**src/rtl/cp_resp_pkg.sv**
```systemverilog
package cp_resp_pkg;
  typedef enum logic {
    ST_IDLE = 1'b0,
    ST_WAIT = 1'b1
  } hs_state_e;

  typedef struct packed {
    logic accept_n;
    logic commit_n;
  } resp_t;
endpackage

```
**src/rtl/cp_req_decode.sv**
```systemverilog
module cp_req_decode #(
  parameter int unsigned       CPN_W    = 4,
  parameter logic [CPN_W-1:0]  MATCH_ID = 4'd6
) (
  input  logic             cop_req_ni,
  input  logic [CPN_W-1:0] cp_num_i,
  input  logic             res_busy_i,
  input  logic             exec_busy_i,
  output logic             req_hit_o,
  output logic             res_free_o
);
  assign req_hit_o  = !cop_req_ni && (cp_num_i == MATCH_ID);
  assign res_free_o = !res_busy_i && !exec_busy_i;
endmodule

```
**src/rtl/cp_handshake_fsm.sv**
```systemverilog
module cp_handshake_fsm
  import cp_resp_pkg::*;
(
  input  logic  clk_i,
  input  logic  rst_ni,
  input  logic  req_hit_i,
  input  logic  capable_i,
  input  logic  res_free_i,
  output resp_t resp_o,
  output logic  commit_o
);
  hs_state_e state_q, state_d;
  logic      claim;

  // a claimed request stays claimed while the core keeps it present
  assign claim    = req_hit_i && ((state_q == ST_WAIT) || capable_i);
  assign commit_o = claim && res_free_i;

  always_comb begin
    state_d = ST_IDLE;
    if (claim && !res_free_i) state_d = ST_WAIT;
  end

  always_comb begin
    resp_o.accept_n = !claim;
    resp_o.commit_n = !commit_o;
  end

  always_ff @(posedge clk_i or negedge rst_ni) begin
    if (!rst_ni) state_q <= ST_IDLE;
    else         state_q <= state_d;
  end
endmodule

```
**src/rtl/cp_exec_timer.sv**
```systemverilog
module cp_exec_timer #(
  parameter int unsigned LEN_W = 4
) (
  input  logic             clk_i,
  input  logic             rst_ni,
  input  logic             start_i,
  input  logic [LEN_W-1:0] len_i,
  output logic             stb_o,
  output logic             busy_o
);
  localparam logic [LEN_W-1:0] ONE = LEN_W'(1);

  logic [LEN_W-1:0] cnt_q, load_val;
  logic             stb_q;

  assign load_val = (len_i == '0) ? ONE : len_i;

  always_ff @(posedge clk_i or negedge rst_ni) begin
    if (!rst_ni) begin
      cnt_q <= '0;
      stb_q <= 1'b0;
    end else begin
      stb_q <= start_i;
      if (start_i)           cnt_q <= load_val;
      else if (cnt_q != '0)  cnt_q <= cnt_q - ONE;
    end
  end

  assign stb_o  = stb_q;
  assign busy_o = (cnt_q != '0);
endmodule

```
**src/rtl/cp_commit_responder.sv**
```systemverilog
module cp_commit_responder
  import cp_resp_pkg::*;
#(
  parameter int unsigned      CPN_W    = 4,
  parameter logic [CPN_W-1:0] MATCH_ID = 4'd6,
  parameter int unsigned      LEN_W    = 4
) (
  input  logic             clk_i,
  input  logic             rst_ni,
  input  logic             cop_req_ni,
  input  logic [CPN_W-1:0] cp_num_i,
  input  logic             capable_i,
  input  logic             res_busy_i,
  input  logic [LEN_W-1:0] exec_len_i,
  output logic             accept_n_o,
  output logic             commit_n_o,
  output logic             exec_stb_o,
  output logic             exec_busy_o
);
  logic  req_hit, res_free, commit, exec_busy;
  resp_t resp;

  cp_req_decode #(.CPN_W(CPN_W), .MATCH_ID(MATCH_ID)) u_dec (
    .cop_req_ni  (cop_req_ni),
    .cp_num_i    (cp_num_i),
    .res_busy_i  (res_busy_i),
    .exec_busy_i (exec_busy),
    .req_hit_o   (req_hit),
    .res_free_o  (res_free)
  );

  cp_handshake_fsm u_fsm (
    .clk_i      (clk_i),
    .rst_ni     (rst_ni),
    .req_hit_i  (req_hit),
    .capable_i  (capable_i),
    .res_free_i (res_free),
    .resp_o     (resp),
    .commit_o   (commit)
  );

  cp_exec_timer #(.LEN_W(LEN_W)) u_tmr (
    .clk_i   (clk_i),
    .rst_ni  (rst_ni),
    .start_i (commit),
    .len_i   (exec_len_i),
    .stb_o   (exec_stb_o),
    .busy_o  (exec_busy)
  );

  assign accept_n_o  = resp.accept_n;
  assign commit_n_o  = resp.commit_n;
  assign exec_busy_o = exec_busy;
endmodule

```
**config.mk**
```make
export PLATFORM = sky130hd
export DESIGN_NAME = cp_commit_responder
export DESIGN_NICKNAME = d
export VERILOG_FILES = /design/src/rtl/cp_resp_pkg.sv /design/src/rtl/cp_req_decode.sv /design/src/rtl/cp_handshake_fsm.sv /design/src/rtl/cp_exec_timer.sv /design/src/rtl/cp_commit_responder.sv
export SDC_FILE = /design/constraint.sdc
export NUM_CORES = 1
export LEC_CHECK = 0
export ABC_CLOCK_PERIOD_IN_PS = 3500
export BUFFER_PORTS_ARGS = -buffer_cell sky130_fd_sc_hd__buf_2
export CAP_MARGIN = 30
export CORE_AREA = 4 4 41 43
export CTS_BUF_LIST = sky130_fd_sc_hd__clkbuf_2
export DETAILED_ROUTE_END_ITERATION = 8
export DIE_AREA = 0 0 45 47
export SLEW_MARGIN = 5
export SYNTH_ARGS = -nofsm -noshare
export SYNTH_HDL_FRONTEND = slang
export SYNTH_SLANG_ARGS = --single-unit
```
**constraint.sdc**
```tcl
create_clock -name clk_i -period 3.5 [get_ports clk_i]
set_input_delay 0.175 -clock clk_i [delete_from_list [all_inputs] [get_ports clk_i]]
set_output_delay 0.175 -clock clk_i [all_outputs]
set_load 0.02 [all_outputs]
```
### Yosys cells after proc, flatten, opt, wreduce, memory -nomap -nowiden

Cells that the tools add are included.

* mux-type cells: 4
* reductions and logical operators: 15
* eq/ne operators: 1
* $add $sub $neg: 1

Operators with widths (number)
* 4-bit 2-to-1 mux: 3
* 1-bit zero test: 6
* 1-bit logical AND: 5
* 4-bit by 3-bit equality test with 1-bit output (second input constant): 1
* 4-bit zero test: 1
* 4-bit nonzero test: 1
* 4-bit by 1-bit subtractor with 4-bit output (second input constant): 1
* 2-bit nonzero test: 1
* 1-bit logical OR: 1
* 1-bit 2-to-1 mux: 1

* logic and storage cells: 24
* register bits after elaboration: 6
* output and inout bits: 4
* input port bits: 13

### Longest topological paths before layout

Gate-level depths: netlist (run 1).

* depth after elaboration: 6
* gate-level depth with buffers: 7
* mapped depth without buffers: 7

### Modules after synthesis

A second synthesis (run 1) with hierarchy kept.

* cell total of the unflattened synthesis: 37
* area, all modules: 351.6 um2

Modules (own cells, without submodules)
* cp_exec_timer: cells an instance 28, area each 282.8 um2, seq. area each 125.1 um2, times used 1
* cp_handshake_fsm: cells an instance 6, area each 51.3 um2, seq. area each 25.0 um2, times used 1
* cp_req_decode: cells an instance 3, area each 17.5 um2, seq. area each 0.0 um2, times used 1

### Worst setup path after synthesis (run 1)

No wires, ideal clock.

* kind: reg2reg
* start point: register u_tmr.cnt_q[0]
* end point: register u_tmr.cnt_q[1]
* clock period less this slack: 1.552 ns
* setup time: 0.125 ns
* cell stages (with the launch flop): 8
* required time: 3.375 ns
* arrival: 1.427 ns
* path buffers: 0
* setup slack: 1.948 ns
* cells stage by stage: dfrtp_1 inv_1 ha_1 nor3b_4 inv_2 nor2_1 a21oi_1 mux2_4

* longest elaborated chain between the ends: 5
* elaborated cells on any way between the ends: 8
* classes of those cells: add/sub (1); mux (2); reduce/logical (5)

Ends and longest elaborated chain
* start: declaration: line cp_exec_timer.sv:13 `logic [LEN_W-1:0] cnt_q, load_val;`
* start signal: assignment: line cp_exec_timer.sv:24 `if (start_i) cnt_q <= load_val;`
* start signal: assignment: line cp_exec_timer.sv:25 `else if (cnt_q != '0) cnt_q <= cnt_q - ONE;`
* 4-bit nonzero test (*): line cp_exec_timer.sv:30 `assign busy_o = (cnt_q != '0);`
* via exec_busy_o: line cp_commit_responder.sv:18 `output logic exec_busy_o`
* 1-bit zero test: line cp_req_decode.sv:13 `assign res_free_o = !res_busy_i && !exec_busy_i;`
* 1-bit logical AND: line cp_req_decode.sv:13
* 1-bit logical AND: line cp_handshake_fsm.sv:17 `assign commit_o = claim && res_free_i;`
* 4-bit 2-to-1 mux or 2-bit nonzero test (tied branches)

The timed path passes the listed nets; every way through them passes the cells marked *. The select of a mux whose other input is x is not followed.
A chain may end at the register's enable or synchronous reset.

### Worst setup path in the final report (run 1)

* start point: register u_tmr.cnt_q[0]
* end point: output port commit_n_o

* longest elaborated chain between the ends: 5

Ends and longest elaborated chain
* 4-bit nonzero test: line cp_exec_timer.sv:30
* 1-bit zero test: line cp_req_decode.sv:13
* 1-bit logical AND: line cp_req_decode.sv:13
* 1-bit logical AND: line cp_handshake_fsm.sv:17
* 1-bit zero test: line cp_handshake_fsm.sv:26 `resp_o.commit_n = !commit_o;`
* end: declaration: line cp_commit_responder.sv:16 `output logic commit_n_o,`

No other way between the ends.

==> impl_metrics.json, run 1 <==
{
  "worstPathRequired_ns": 3.32,
  "place.gp.congestion": 0.654,
  "worstMarginPinSlew_ns": 0.355,
  "skew_ns": 0.00398,
  "p_leak_uw": 0.000249,
  "final_antenna_net_count": 0,
  "min_from": "res_busy_i",
  "hold_path.class": "in2reg",
  "cts_resized": 0,
  "core-area_um2": 1300,
  "syn_area_um2": 384,
  "ys_seq_area_share_pct": 39.1,
  "syn2layout_area_growth_pct": 32.2,
  "grt_pass1_wl_um": 1370,
  "path_class": "reg2out",
  "die_h_um": 47,
  "crit_fanout": 7,
  "synth_area_per_cell_um2": 10.1,
  "synth_top_area_cell": "dfrtp_1",
  "hold_viol": 0,
  "fin_area_um2": 508,
  "port_buffers": 16,
  "tns_ns": 0,
  "dp_hpwl_um": 644,
  "cts_num_sinks": 6,
  "drc": 0,
  "drive_gt1_share_pct": 43.1,
  "rows": 13,
  "cts_hold_buf": 1,
  "fin_crit_ns": 1.70,
  "vias": 327,
  "start_util_pct": 29.5,
  "power.density_nw_per_um2": 604,
  "cp_data_arrival_time_ns": 1.53,
  "synth_area_leaders": "dfrtp_1 39%, nand4bb_4 7.2%, ha_1 6.5%",
  "place_area_um2": 483,
  "antenna-diode-count": 0,
  "crit_path_start": "u_tmr.cnt_q[0]",
  "drt_pre_antenna_iters": 2,
  "maxSlewHeadroom_pct": 76.1,
  "slowest_delay_ns": 0.38,
  "rsz0062_at_grt": "false",
  "ioPinCount": 17,
  "fin_util_pct": 39.0,
  "cp_slowest_cell": "dfrtp_1",
  "grt_max_degree": 8,
  "grt-ovfl-total": 0,
  "cp_num_buf_inv": 2,
  "setup_viol": 0,
  "nets": 75,
  "avgViaCountPerCell": 4.48,
  "max_freq_mhz": 587,
  "netlist_instances": 38,
  "post_cts_buffers": 0,
  "grt_pass1_vias": 344,
  "drt-initial-drc-count": 1,
  "fin_ws_ns": 1.80,
  "yosys_warnings": 0,
  "drv_slew": 0,
  "post-route-period-util_pct": 48.7,
  "grtUsageTotal_pct": 9.15,
  "yosys.area.top_type_share_pct": 39.1,
  "vdd.ir_drop.worst_mv": 0.284,
  "antenna_found_initial": 0,
  "cts_tree": "built",
  "crit_family": "simple AND/OR/NAND/NOR gates",
  "root_buffer": "clkbuf_2",
  "worst_r2r_startpoint": "u_tmr.cnt_q[0]",
  "htreeDepth": 1,
  "ys_types": 19,
  "ctsLongestPathBuffers": 2,
  "cts_buffers": 3,
  "end_kind": "primary output",
  "placed_cells": 69,
  "status": "complete, no violations",
  "clk_latency_ns": 0.21,
  "start_kind": "flip-flop",
  "dp_slack_ns": 1.85,
  "die_width_um": 45,
  "fin_cells": 73,
  "dieArea_um2": 2120,
  "cts.clk_slew.worst_paths_ns": 0.05,
  "multiInputGateArea_um2": 219,
  "cap_violations": 0,
  "crit_chain": "inv_1, ha_1, nor3b_4, nand2_2, buf_2",
  "drt-wirelength-per-cell_um": 10.0,
  "syn-num-nets": 53,
  "seq_area_um2": 150,
  "nFillCells": 144,
  "ys_ff_latch": 6,
  "wirelength_um": 730
}
## synth_stat cells
master,instances
ha_1,2
o21ai_0,2
inv_1,3
nand2_1,3
nor3b_4,1
mux2_4,1
nand2_2,1
xnor2_1,1
nor4_4,1
or3_1,1
nand4bb_4,1
a31oi_1,1
a21oi_1,2
nor3_1,3
nand3_1,2
nor2_1,5
nand4b_1,1
dfrtp_1,6
inv_2,1
## power by group
group          internal, uW  switching (uW)
registers              95.0            23.2
clock network          23.2            22.5
logic                  72.9            70.3
total                   191             116
## area by class of cell
cell class / count / share of cell area (%)
repair buffers: 17 / 17.7
flip-flops and latches: 6 / 29.6
clock buffers: 3 / 2.96
well taps: 15 / 3.69
inverters: 4 / 2.96
multi-input cells: 28 / 43.1
## final timing paths
check | slack (ns) | depth (start not counted) | end
max | 1.80 | 5 | commit_n_o
min | 0.20 | 3 | u_fsm.state_q
max reg2reg | 1.87 | 7 | u_tmr.cnt_q[1]
min reg2reg | 0.56 | 3 | u_tmr.cnt_q[0]
max in group asynchronous | 3.04 | 2 | u_tmr.cnt_q[0]
min in group asynchronous | 0.31 | 2 | u_tmr.cnt_q[1]
## cell usage in the layout, fill, tap and decap left out
master and count:
dfrtp_1 6, or3_1 1, nand2_1 3, mux2_4 1, a31oi_1 1, buf_2 16
clkbuf_2 3, inv_1 3, inv_2 1, dlygate4sd3_1 1, nand3_1 2, o21ai_0 2
a21oi_1 2, nor3b_4 1, nor3_1 3, nor4_4 1, nand2_2 1, nand4b_1 1
nand4bb_4 1, nor2_1 5, ha_1 2, xnor2_1 1
## cells by family (layout without fill, tap and decap cells)
logic type	count (synthesis)	in the layout	share of synthesized area, %
flip-flops	6	6	39.1
AO/OA/AOI/OAI	5	5	6.84
adder cells (fa/ha/maj)	2	2	6.51
AND/OR/NAND/NOR	19	19	37.5
multiplexers	1	1	3.91
XOR/XNOR	1	1	2.28
buffers and inverters	4	24	3.91
## state kept, by name, indices dropped and copies added, names as in the netlist
name,count
u_fsm.state_q,1
u_tmr.cnt_q,4
u_tmr.stb_o,1
## worst min-delay path, stage by stage
cell and delay [ns]:
buf_2 0.09, nor2_1 0.04, nor2_1 0.08
## routing by layer
| layer | routed length [um] | GRT usage (%) | vias up |
|---|---|---|---|
| met3 | 23 | 1.15 | 0 |
| met4 | 0 | 8.77 | 0 |
| li1 | - | - | 172 |
| met5 | 0 | 0 | - |
| met2 | 422 | 15.5 | 7 |
| met1 | 284 | 9.74 | 148 |
## through the flow
stage | hold slack (ns) | power, uW
3_5_place_dp | 0.00471 | 262
4_1_cts | 0.190 | 312
2_1_floorplan | -0.121 | 227
5_1_grt | 0.198 | 334
3_3_place_gp | 0.00434 | 262
6_report | 0.199 | 307
Power figures use the tool's default switching activity.
==> inputs of run 2 (changes only) <==
- ABC_AREA: unset -> 1
- ABC_CLOCK_PERIOD_IN_PS: 3500 -> 1400
- clock period: 3.5 -> 1.4 ns (I/O delays scaled with it)
==> run 2 against run 1 <==
Design area up 15%. Hold slack worse by 0.13 ns. Power grew to 3.0 times the previous value. Worst setup slack worse by 1.7 ns. Wire length grew 8.5%. Sequential cell count is the same. Synthesized cell count up 29%. Global-route usage shrank 0.17 points. Largest power group unchanged.
==> impl_metrics.json, run 2 <==
{
  "end_kind": "primary output",
  "synth-xor-area-share_pct": 6.36,
  "ys_top_cells_by_count": "10 x nand2_1, 9 x inv_1, 6 x dfrtp_1",
  "synth_edf_count": 0,
  "finalPower_uw": 923,
  "wirelength_um": 792,
  "root_buffer": "clkbuf_2",
  "dp_hpwl_um": 590,
  "cts_tree": "built",
  "ys.flop_type": "dfrtp_1",
  "yosys_warnings": 0,
  "synth_top_family_by_area": "simple AND/OR/NAND/NOR gates",
  "avgViaCountPerCell": 3.98,
  "grt_pass1_wl_um": 1320,
  "rows": 13,
  "syn_area_um2": 413,
  "synth_area_leaders": "dfrtp_1 36%, nor2_8 9.7%, nand2_1 9.1%",
  "synth_top_area_cell": "dfrtp_1",
  "drt_pre_antenna_iters": 3,
  "dieArea_um2": 2120,
  "r2r_cells": 7,
  "postSynth.asyncResetShare_pct": 100,
  "ys_types": 15,
  "ctsLongestPathBuffers": 2,
  "vdd.ir_drop.worst_mv": 1.02,
  "start_util_pct": 31.7,
  "intPower_uw": 547,
  "antenna_found_initial": 0,
  "core-area_um2": 1300,
  "fin_crit_ns": 1.33,
  "grt_pass1_vias": 352,
  "vias": 350,
  "status": "complete, no violations",
  "worstPathRequired_ns": 1.33,
  "ys_ff_latch": 6,
  "htreeDepth": 1,
  "cts_num_sinks": 6,
  "start_kind": "flip-flop",
  "layout_commonest_cell": "buf_2",
  "grt_use_met2_pct": 14.7,
  "p_comb_share_pct": 56.3,
  "p_leak_uw": 0.000367,
  "yosys.area_share.simple_pct": 40.0,
  "drive_gt1_share_pct": 47.9,
  "synthMuxAreaShare_pct": 0,
  "clock_power_share_pct": 12.7,
  "switchingPower_uw": 376,
  "nFillCells": 144,
  "timing.hold.ws_ns": 0.0725,
  "nets": 90,
  "synthAdderAreaFrac_pct": 6.06,
  "place.gp.congestion": 0.723,
  "die_h_um": 47,
  "crit_path_start": "u_tmr.cnt_q[1]",
  "cts.clk_slew.worst_paths_ns": 0.06,
  "post-route-period-util_pct": 95.0,
  "drc": 0,
  "gr-usage-met3_pct": 2.30,
  "crit_fanout": 4,
  "cts_buffers": 3,
  "drt-initial-drc-count": 2,
  "final_antenna_net_count": 0,
  "die_width_um": 45,
  "hold_path.class": "in2reg",
  "grtUsageTotal_pct": 8.98,
  "worstReg2RegEnd": "u_tmr.cnt_q[0]",
  "synth_compound_area_share_pct": 1.82,
  "swShare_pct": 40.8,
  "clk_latency_ns": 0.21,
  "grt-ovfl-total": 0,
  "synth_area_per_cell_um2": 8.43,
  "cp_data_arrival_time_ns": 1.26,
  "maxSlewHeadroom_pct": 86.1,
  "setup_viol": 0,
  "power.density_nw_per_um2": 1590,
  "ys_seq_area_share_pct": 36.4,
  "worstMarginPinSlew_ns": 0.208,
  "yosys.area.top_type_share_pct": 36.4,
  "power.share.sequential_pct": 30.9,
  "grt_busiest_layer": "met2",
  "layout_common_cells": "15 x buf_2, 10 x nand2_1, 7 x inv_1, 6 x dfrtp_1",
  "grtUsageMet1_pct": 9.95,
  "regMostFlops": "u_tmr.cnt_q",
  "skew_ns": 0.00444,
  "netlist_instances": 49,
  "ioPinCount": 17,
  "grt_max_degree": 7,
  "worst_r2r_startpoint": "u_tmr.cnt_q[1]",
  "syn2layout_area_growth_pct": 40.9,
  "synth.most_common_cell": "nand2_1",
  "port_buffers": 16,
  "r2r_setup_slack_ns": 0.20,
  "antenna-diode-count": 0,
  "fin_util_pct": 44.7,
  "critPathCapture": "commit_n_o",
  "path_class": "reg2out",
  "largest_reg_flops": 4,
  "hold_viol": 0,
  "max_freq_mhz": 752,
  "drt-wirelength-per-cell_um": 9.00,
  "drv_slew": 0,
  "cap_violations": 0,
  "syn-num-nets": 64
}
## run 2: worst min path at each step
stage          cells past startpoint              to           from  slack (ns)
4_1_cts                            3  u_tmr.cnt_q[2]  exec_len_i[2]        0.06
5_1_grt                            3  u_tmr.cnt_q[2]  exec_len_i[2]        0.08
2_1_floorplan                      0   u_fsm.state_q         rst_ni       -0.23
3_3_place_gp                       1  u_tmr.cnt_q[0]         rst_ni        -0.1
6_report                           3  u_tmr.cnt_q[2]  exec_len_i[2]        0.07
3_5_place_dp                       1  u_tmr.cnt_q[0]         rst_ni        -0.1
## run 2: what timing repair did
item                       CTS  global route
gates resized for setup      3             2
hold buffers                 1             0
setup buffers                3             1
setup endpoints to repair    1             1
hold endpoints to repair     6             0
pin swaps                    3             0
## run 2: layer usage
layer | up-vias | wire (um)
met2 | 10 | 434
met1 | 145 | 317
met5 | - | 0
met3 | 0 | 39
li1 | 195 | -
met4 | 0 | 0
## run 2: logic make-up after synthesis
logic type,Yosys count
xor gates and xnor gates,3
and+or+nand+nor,27
AOI/OAI and AO/OA,1
DFF,6
buffers and inverters,10
adders and majority gates,2
## run 2: through the flow
step / area (um^2) / setup TNS, ns / instances / setup slack (ns)
after floorplan: 413 / 0 / 49 / 0.171
after global placement: 512 / 0 / 80 / 0.191
after detailed placement: 512 / 0 / 80 / 0.169
after CTS: 562 / 0 / 87 / 0.0235
after global routing: 582 / -0.00160 / 88 / -0.00160
final: 582 / 0 / 88 / 0.0703
## run 2: power groups by stage
stage               registers (uW)  clock network [uW]  logic [uW]
floorplan                      280                   0         340
global placement               284                   0         418
detailed placement             286                   0         417
CTS                            285                 125         482
global route                   294                 133         607
finish                         286                 117         520
## run 2: worst max-delay path, stage by stage, from the launching register on
cell and delay, ns:
dfrtp_1 0.40, inv_2 0.10, ha_4 0.14, nand2_4 0.06, nor2_8 0.12, nand2_4 0.07, buf_4 0.16
## run 2: final cells by class
class | instances | area (um^2) | area share (%)
Timing Repair Buffer | 21 | 123 | 21.1
Clock buffer | 3 | 15.0 | 2.58
Sequential cell | 6 | 150 | 25.8
Tap cell | 15 | 18.8 | 3.23
Inverter | 10 | 38.8 | 6.67
Multi-Input combinational cell | 33 | 236 | 40.6
